File: src/rtl/frac_ssc_pkg.sv
package frac_ssc_pkg;

  localparam int SSC_INT_W  = 8;
  localparam int SSC_FRAC_W = 18;
  localparam int SSC_CNT_W  = 16;
  localparam int SSC_OFS_W  = 32;

  typedef enum logic {
    RAMP_UP   = 1'b0,
    RAMP_DOWN = 1'b1
  } ramp_dir_e;

endpackage

File: src/rtl/ssc_rst_sync.sv
module ssc_rst_sync #(
  parameter int STAGES = 2
) (
  input  logic clk,
  input  logic rst_n,
  output logic rst_sync_n
);

  logic [STAGES-1:0] chain_q;
  logic [STAGES-1:0] chain_d;

  always_comb begin
    chain_d = {chain_q[STAGES-2:0], 1'b1};
  end

  always_ff @(posedge clk or negedge rst_n) begin
    if (!rst_n) begin
      chain_q <= '0;
    end else begin
      chain_q <= chain_d;
    end
  end

  assign rst_sync_n = chain_q[STAGES-1];

endmodule

File: src/rtl/ssc_sweep_timer.sv
module ssc_sweep_timer
  import frac_ssc_pkg::*;
#(
  parameter int CNT_W = SSC_CNT_W
) (
  input  logic             clk,
  input  logic             rst_n,
  input  logic             clear,
  input  logic             advance,
  input  logic [CNT_W-1:0] half_max,
  input  logic [CNT_W-1:0] adj_max,
  output logic             step_now,
  output logic             half_end,
  output ramp_dir_e        dir_o,
  output logic [CNT_W-1:0] half_cnt_o,
  output logic [CNT_W-1:0] adj_cnt_o
);

  logic [CNT_W-1:0] half_q, half_d;
  logic [CNT_W-1:0] adj_q, adj_d;
  ramp_dir_e        dir_q, dir_d;

  assign half_end = (half_q == half_max);
  assign step_now = (adj_q == adj_max);

  always_comb begin
    half_d = half_q;
    adj_d  = adj_q;
    dir_d  = dir_q;
    if (clear) begin
      half_d = '0;
      adj_d  = '0;
      dir_d  = RAMP_UP;
    end else if (advance) begin
      half_d = half_end ? '0 : half_q + CNT_W'(1);
      adj_d  = (step_now || half_end) ? '0 : adj_q + CNT_W'(1);
      if (half_end) begin
        dir_d = (dir_q == RAMP_UP) ? RAMP_DOWN : RAMP_UP;
      end
    end
  end

  always_ff @(posedge clk or negedge rst_n) begin
    if (!rst_n) begin
      half_q <= '0;
      adj_q  <= '0;
      dir_q  <= RAMP_UP;
    end else begin
      half_q <= half_d;
      adj_q  <= adj_d;
      dir_q  <= dir_d;
    end
  end

  assign dir_o      = dir_q;
  assign half_cnt_o = half_q;
  assign adj_cnt_o  = adj_q;

endmodule

File: src/rtl/ssc_ramp_acc.sv
module ssc_ramp_acc
  import frac_ssc_pkg::*;
#(
  parameter int CNT_W = SSC_CNT_W,
  parameter int OFS_W = SSC_OFS_W
) (
  input  logic             clk,
  input  logic             rst_n,
  input  logic             clear,
  input  logic             step_en,
  input  ramp_dir_e        dir,
  input  logic [CNT_W-1:0] step,
  output logic [OFS_W-1:0] offset_o
);

  logic [OFS_W-1:0] ofs_q, ofs_d;
  logic [OFS_W-1:0] step_ext;

  assign step_ext = OFS_W'(step);

  always_comb begin
    ofs_d = ofs_q;
    if (clear) begin
      ofs_d = '0;
    end else if (step_en) begin
      if (dir == RAMP_UP) begin
        ofs_d = ofs_q + step_ext;
      end else begin
        ofs_d = ofs_q - step_ext;
      end
    end
  end

  always_ff @(posedge clk or negedge rst_n) begin
    if (!rst_n) begin
      ofs_q <= '0;
    end else begin
      ofs_q <= ofs_d;
    end
  end

  assign offset_o = ofs_q;

endmodule

File: src/rtl/ssc_ratio_mix.sv
module ssc_ratio_mix
  import frac_ssc_pkg::*;
#(
  parameter int RATIO_W = SSC_INT_W + SSC_FRAC_W,
  parameter int CNT_W   = SSC_CNT_W,
  parameter int OFS_W   = SSC_OFS_W
) (
  input  logic               active,
  input  logic               centre,
  input  logic [RATIO_W-1:0] nom_sh,
  input  logic [RATIO_W-1:0] live_nom,
  input  logic [OFS_W-1:0]   offset,
  input  logic [CNT_W-1:0]   half_max,
  input  logic [CNT_W-1:0]   adj_max,
  input  logic [CNT_W-1:0]   step,
  output logic [RATIO_W-1:0] ratio_o,
  output logic [OFS_W-1:0]   peak_o
);

  localparam int DIV_W = CNT_W + 1;

  logic [DIV_W-1:0]   half_len;
  logic [DIV_W-1:0]   adj_len;
  logic [DIV_W-1:0]   n_steps;
  logic [OFS_W-1:0]   peak;
  logic [OFS_W-1:0]   bias;
  logic [RATIO_W-1:0] swept;

  always_comb begin
    half_len = {1'b0, half_max} + DIV_W'(1);
    adj_len  = {1'b0, adj_max} + DIV_W'(1);
    n_steps  = half_len / adj_len;
    peak     = OFS_W'(n_steps) * OFS_W'(step);
    bias     = centre ? (peak >> 1) : '0;
    swept    = nom_sh - RATIO_W'(offset) + RATIO_W'(bias);
    ratio_o  = active ? swept : live_nom;
  end

  assign peak_o = peak;

endmodule

File: src/rtl/frac_ssc_mod.sv
module frac_ssc_mod
  import frac_ssc_pkg::*;
#(
  parameter int INT_W  = SSC_INT_W,
  parameter int FRAC_W = SSC_FRAC_W,
  parameter int CNT_W  = SSC_CNT_W,
  parameter int OFS_W  = SSC_OFS_W,
  parameter int SYNC_N = 2
) (
  input  logic                      clk,
  input  logic                      rst_n,
  input  logic [INT_W-1:0]          int_i,
  input  logic [7:0]                frac_lo_i,
  input  logic [7:0]                frac_mid_i,
  input  logic [FRAC_W-17:0]        frac_hi_i,
  input  logic [CNT_W-1:0]          half_per_i,
  input  logic [CNT_W-1:0]          step_i,
  input  logic [CNT_W-1:0]          adj_per_i,
  input  logic [1:0]                ctrl_i,
  output logic [INT_W+FRAC_W-1:0]   ratio_o
);

  localparam int RATIO_W = INT_W + FRAC_W;

  logic               rst_sync_n;
  logic [RATIO_W-1:0] live_nom;
  logic               en;
  logic               centre_sel;

  logic               active_q;
  logic               active_d;
  logic [RATIO_W-1:0] nom_sh, nom_sh_d;
  logic [CNT_W-1:0]   half_sh, half_sh_d;
  logic [CNT_W-1:0]   step_sh, step_sh_d;
  logic [CNT_W-1:0]   adj_sh, adj_sh_d;
  logic               centre_sh, centre_sh_d;

  logic               step_now;
  logic               half_end;
  ramp_dir_e          dir_q;
  logic [CNT_W-1:0]   half_cnt;
  logic [CNT_W-1:0]   adj_cnt;
  logic [OFS_W-1:0]   offset;
  logic [OFS_W-1:0]   peak;

  logic               period_end;
  logic               load;
  logic               clear;
  logic               advance;
  logic               step_en;

  assign live_nom   = {int_i, frac_hi_i, frac_mid_i, frac_lo_i};
  assign en         = ctrl_i[1];
  assign centre_sel = ctrl_i[0];

  ssc_rst_sync #(
    .STAGES (SYNC_N)
  ) u_rst_sync (
    .clk        (clk),
    .rst_n      (rst_n),
    .rst_sync_n (rst_sync_n)
  );

  // sequencing of the sweep
  always_comb begin
    period_end = active_q && half_end && (dir_q == RAMP_DOWN);
    load       = en && (!active_q || period_end);
    clear      = !en || load;
    advance    = en && active_q && !load;
    step_en    = advance && step_now;
    active_d   = en;
  end

  // shadow next-state
  always_comb begin
    nom_sh_d    = nom_sh;
    half_sh_d   = half_sh;
    step_sh_d   = step_sh;
    adj_sh_d    = adj_sh;
    centre_sh_d = centre_sh;
    if (load) begin
      nom_sh_d    = live_nom;
      half_sh_d   = half_per_i;
      step_sh_d   = step_i;
      adj_sh_d    = adj_per_i;
      centre_sh_d = centre_sel;
    end
  end

  always_ff @(posedge clk or negedge rst_sync_n) begin
    if (!rst_sync_n) begin
      active_q  <= 1'b0;
      nom_sh    <= '0;
      half_sh   <= '0;
      step_sh   <= '0;
      adj_sh    <= '0;
      centre_sh <= 1'b0;
    end else begin
      active_q  <= active_d;
      nom_sh    <= nom_sh_d;
      half_sh   <= half_sh_d;
      step_sh   <= step_sh_d;
      adj_sh    <= adj_sh_d;
      centre_sh <= centre_sh_d;
    end
  end

  ssc_sweep_timer #(
    .CNT_W (CNT_W)
  ) u_timer (
    .clk        (clk),
    .rst_n      (rst_sync_n),
    .clear      (clear),
    .advance    (advance),
    .half_max   (half_sh),
    .adj_max    (adj_sh),
    .step_now   (step_now),
    .half_end   (half_end),
    .dir_o      (dir_q),
    .half_cnt_o (half_cnt),
    .adj_cnt_o  (adj_cnt)
  );

  ssc_ramp_acc #(
    .CNT_W (CNT_W),
    .OFS_W (OFS_W)
  ) u_ramp (
    .clk      (clk),
    .rst_n    (rst_sync_n),
    .clear    (clear),
    .step_en  (step_en),
    .dir      (dir_q),
    .step     (step_sh),
    .offset_o (offset)
  );

  ssc_ratio_mix #(
    .RATIO_W (RATIO_W),
    .CNT_W   (CNT_W),
    .OFS_W   (OFS_W)
  ) u_mix (
    .active   (active_q),
    .centre   (centre_sh),
    .nom_sh   (nom_sh),
    .live_nom (live_nom),
    .offset   (offset),
    .half_max (half_sh),
    .adj_max  (adj_sh),
    .step     (step_sh),
    .ratio_o  (ratio_o),
    .peak_o   (peak)
  );

endmodule

File: config.mk
export PLATFORM = sky130hd
export DESIGN_NAME = frac_ssc_mod
export DESIGN_NICKNAME = d
export VERILOG_FILES = /design/src/rtl/frac_ssc_pkg.sv /design/src/rtl/ssc_rst_sync.sv /design/src/rtl/ssc_sweep_timer.sv /design/src/rtl/ssc_ramp_acc.sv /design/src/rtl/ssc_ratio_mix.sv /design/src/rtl/frac_ssc_mod.sv
export SDC_FILE = /design/constraint.sdc
export NUM_CORES = 1
export LEC_CHECK = 0
export ABC_AREA = 1
export BUFFER_PORTS_ARGS = -buffer_cell sky130_fd_sc_hd__buf_2
export CAP_MARGIN = 15
export CORE_ASPECT_RATIO = 2
export CORE_UTILIZATION = 35
export DETAILED_ROUTE_END_ITERATION = 10
export PLACE_DENSITY = 0.52
export SLEW_MARGIN = 10
export SYNTH_ARGS = -nofsm -noshare
export SYNTH_HDL_FRONTEND = slang
export SYNTH_SLANG_ARGS = --single-unit
export TNS_END_PERCENT = 1
File: constraint.sdc
create_clock -name clk -period 52.3 [get_ports clk]
set_input_delay 5.23 -clock clk [delete_from_list [all_inputs] [get_ports clk]]
set_output_delay 5.23 -clock clk [all_outputs]
set_load 0.05 [all_outputs]
==> impl_metrics.ini <==
[worst_setup_path]
worstSetupPathType = register to output pin
end_kind = output pin
max_stage_delay_ps = 560
worstSetupStartpointType = register
critPathSlowestCell = fa_1
crit_arrival_ps = 42860
crit_top_cell = nand2_1
worstRegToRegCells = 27
crit_fanout = 25
crit_required_ps = 47070

[worst_hold_path]
min-delay-path-class = register to async pin

[pwr]
power_leakage_nw = 14.5
power.switching_uw = 559
pwr-share-comb_pct = 74.4
ir_drop_v = 0.0000748
powerDensity_mw_per_mm2 = 36.6
p_int_uw = 436
p_sw_share_pct = 56.2
pwr-share-seq_pct = 13.0
clockPowerShare_pct = 12.5

[yosys]
netlist_area_mm2 = 0.0249
syn-num-nets = 4085
netlist_top_cells_area = fa_1, ha_1, dfrtp_1
yosysWarnings = 0
yosysSeqAreaShare_pct = 13.7
ys_ff_latch = 137
yosysMostFrequentCell = nand2_1
synth-edff-count = 0
synth_common_cells = nand2_1, inv_1, nor2_1
syn_area_per_cell_um2 = 7.13
synthCells = 3499
synthFlopType = dfrtp_1
synth_top_area_share_pct = 17.7
synth.distinct_cells = 66
synth_top_cell_by_area = fa_1
synthArstFlopShare_pct = 100

[detailed_routing]
via_per_inst = 5.08
postRouteAntennaNets = 0
met3WireLength_um = 2970
wirelength_um = 90800
route.detailed.drc = 0
first_pass_iters = 5
wl_met1_um = 29200
wl_met2_um = 50700
first_iter_violations = 1113
via_count = 22800
post_drt_wl_per_cell_um = 20.2
maxUsedRoutingLayer = met4

[layout]
diodes = 0
layout.area.seq_mm2 = 0.00344
area_growth_pct = 9.09
fin_nets = 4155
layout-drive-gt1-share_pct = 9.97
nFillCells = 7532
utilization_pct = 38.5
multi_input_area_mm2 = 0.0186

[placed_design]
io_buffers = 103
gp_congestion = 0.946
place_hpwl_um = 75200

[grt]
grt_pass1_vias = 23700
grt_max_degree = 65
track_usage_pct = 25.6
grt_pass1_wl_um = 136000
antenna_found_initial = 0
overflow = 0

[timing]
fmax_mhz = 20.8
tightestPinTransition_ps = 1090
finalHoldViolCount = 0
finalSetupTns_ps = 0
clock_skew_ps = 16.0
max_slew_margin_pct = 26.6
finalCritPeriodShare_pct = 92.0
holdWs_ps = 191
rsz0062_at_grt = no
setup_violations = 0
fin_crit_ps = 48090
report.final.slew_viol_count = 0

[floorplan]
die_w_um = 191
die-area_mm2 = 0.0724
dieHeight_um = 379
core_area_mm2 = 0.0706
start_util_pct = 35.3
floorplan.rows = 138
ios = 104

[clocking]
cts_buffers = 17
clk_latency_ps = 480
cts.clk_slew.worst_paths_ps = 70
clockBufferDepth = 2
cts_root_buf = clkbuf_16
htreeDepth = 4
cts.sinks = 137
cts_tree = built

[flow_run]
drv_cap = 0

[run_status]
outcome = completed
[area by class of cell]
class | count | share of cell area [%]
tap | 910 | 4.19
multi-input combinational | 2586 | 68.4
timing repair buffer | 142 | 3.10
clock inverter | 14 | 0.515
clock buffer | 18 | 1.58
inverter | 685 | 9.59
sequential | 137 | 12.6
[power groups by stage]
stage | Combinational (mW) | Sequential (mW) | Clock [mW]
2_1_floorplan | 0.544 | 0.123 | 0
3_3_place_gp | 0.739 | 0.131 | 0
3_5_place_dp | 0.737 | 0.131 | 0
4_1_cts | 0.744 | 0.129 | 0.127
5_1_grt | 0.829 | 0.130 | 0.131
6_report | 0.741 | 0.130 | 0.125
[placed cells by master, fill, tap and decap left out, types with 24 or more instances in the layout]
master,n
nand4_1,31
a21oi_1,238
xnor2_1,61
nor2_1,322
dfrtp_1,133
fa_1,221
o21ai_2,24
o21ai_1,31
buf_2,103
o21ai_0,137
nor3_1,32
buf_4,34
inv_1,654
nand2_2,31
nand3_1,95
xor2_1,113
nand2_1,756
ha_1,286
or2_2,34
[per-stage QoR]
step	power, mW	setup WS [ps]	area [um^2]	cells
2_1_floorplan	0.666	8730	24900	3499
3_3_place_gp	0.870	2120	26400	4450
3_5_place_dp	0.868	983	26400	4450
4_1_cts	1.00	316	27000	4482
5_1_grt	1.09	24.1	27200	4492
6_report	0.995	4210	27200	4492
[cell families (layout without fill, tap and decap cells)]
| kind of cell | after synthesis | count (layout) | share of synthesized area [%] |
|---|---|---|---|
| simple gates | 1373 | 1375 | 23.8 |
| fa+ha+maj | 508 | 508 | 32.1 |
| flops | 137 | 137 | 13.7 |
| compound gates | 518 | 518 | 11.7 |
| xor+xnor | 175 | 175 | 6.15 |
| mux | 9 | 9 | 0.406 |
| buf+inv | 778 | 859 | 12.1 |
| other cells | 1 | 1 | 0.0150 |
[registers in the layout, indices dropped and copies added, names as in the netlist]
register / flops
u_rst_sync.chain_q: 2
u_timer.half_cnt_o: 16
adj_sh: 16
step_sh: 16
u_timer.adj_cnt_o: 16
half_sh: 16
u_ramp.offset_o: 26
centre_sh: 1
nom_sh: 26
u_timer.dir_o: 1
active_q: 1
[final timing paths]
kind	start	slack (ps)	end
max	half_sh[0]	4210	ratio_o[25]
min	u_rst_sync.chain_q[1]	190	nom_sh[25]
max reg2reg	step_sh[2]	46680	u_ramp.offset_o[24]
min reg2reg	u_rst_sync.chain_q[1]	190	nom_sh[25]
max in group asynchronous	rst_n	47670	u_rst_sync.chain_q[1]
min in group clk	u_rst_sync.chain_q[0]	350	u_rst_sync.chain_q[1]
[critical path, delay by kind of cell (launching register included)]
kind,cells,cell delay [ps]
AOI/OAI and AO/OA,76,12120
xor gates and xnor gates,2,480
adders and majority gates,27,9200
buffers and inverters,50,4090
DFF,1,470
and+or+nand+nor,163,15840
[what timing repair did]
item | in CTS | in global routing
endpoints found under the setup margin | 0 | 23
buffers inserted | 0 | 7
hold buffers | 0 | 0
resized for setup | 0 | 37
[metal layers]
metal	GRT usage, %	vias to the layer above
li1	-	11100
met1	22.5	10900
met2	51.1	595
met3	2.92	295
met4	20.1	0
met5	0	-
Note: power is estimated with default switching activity, not from simulation.
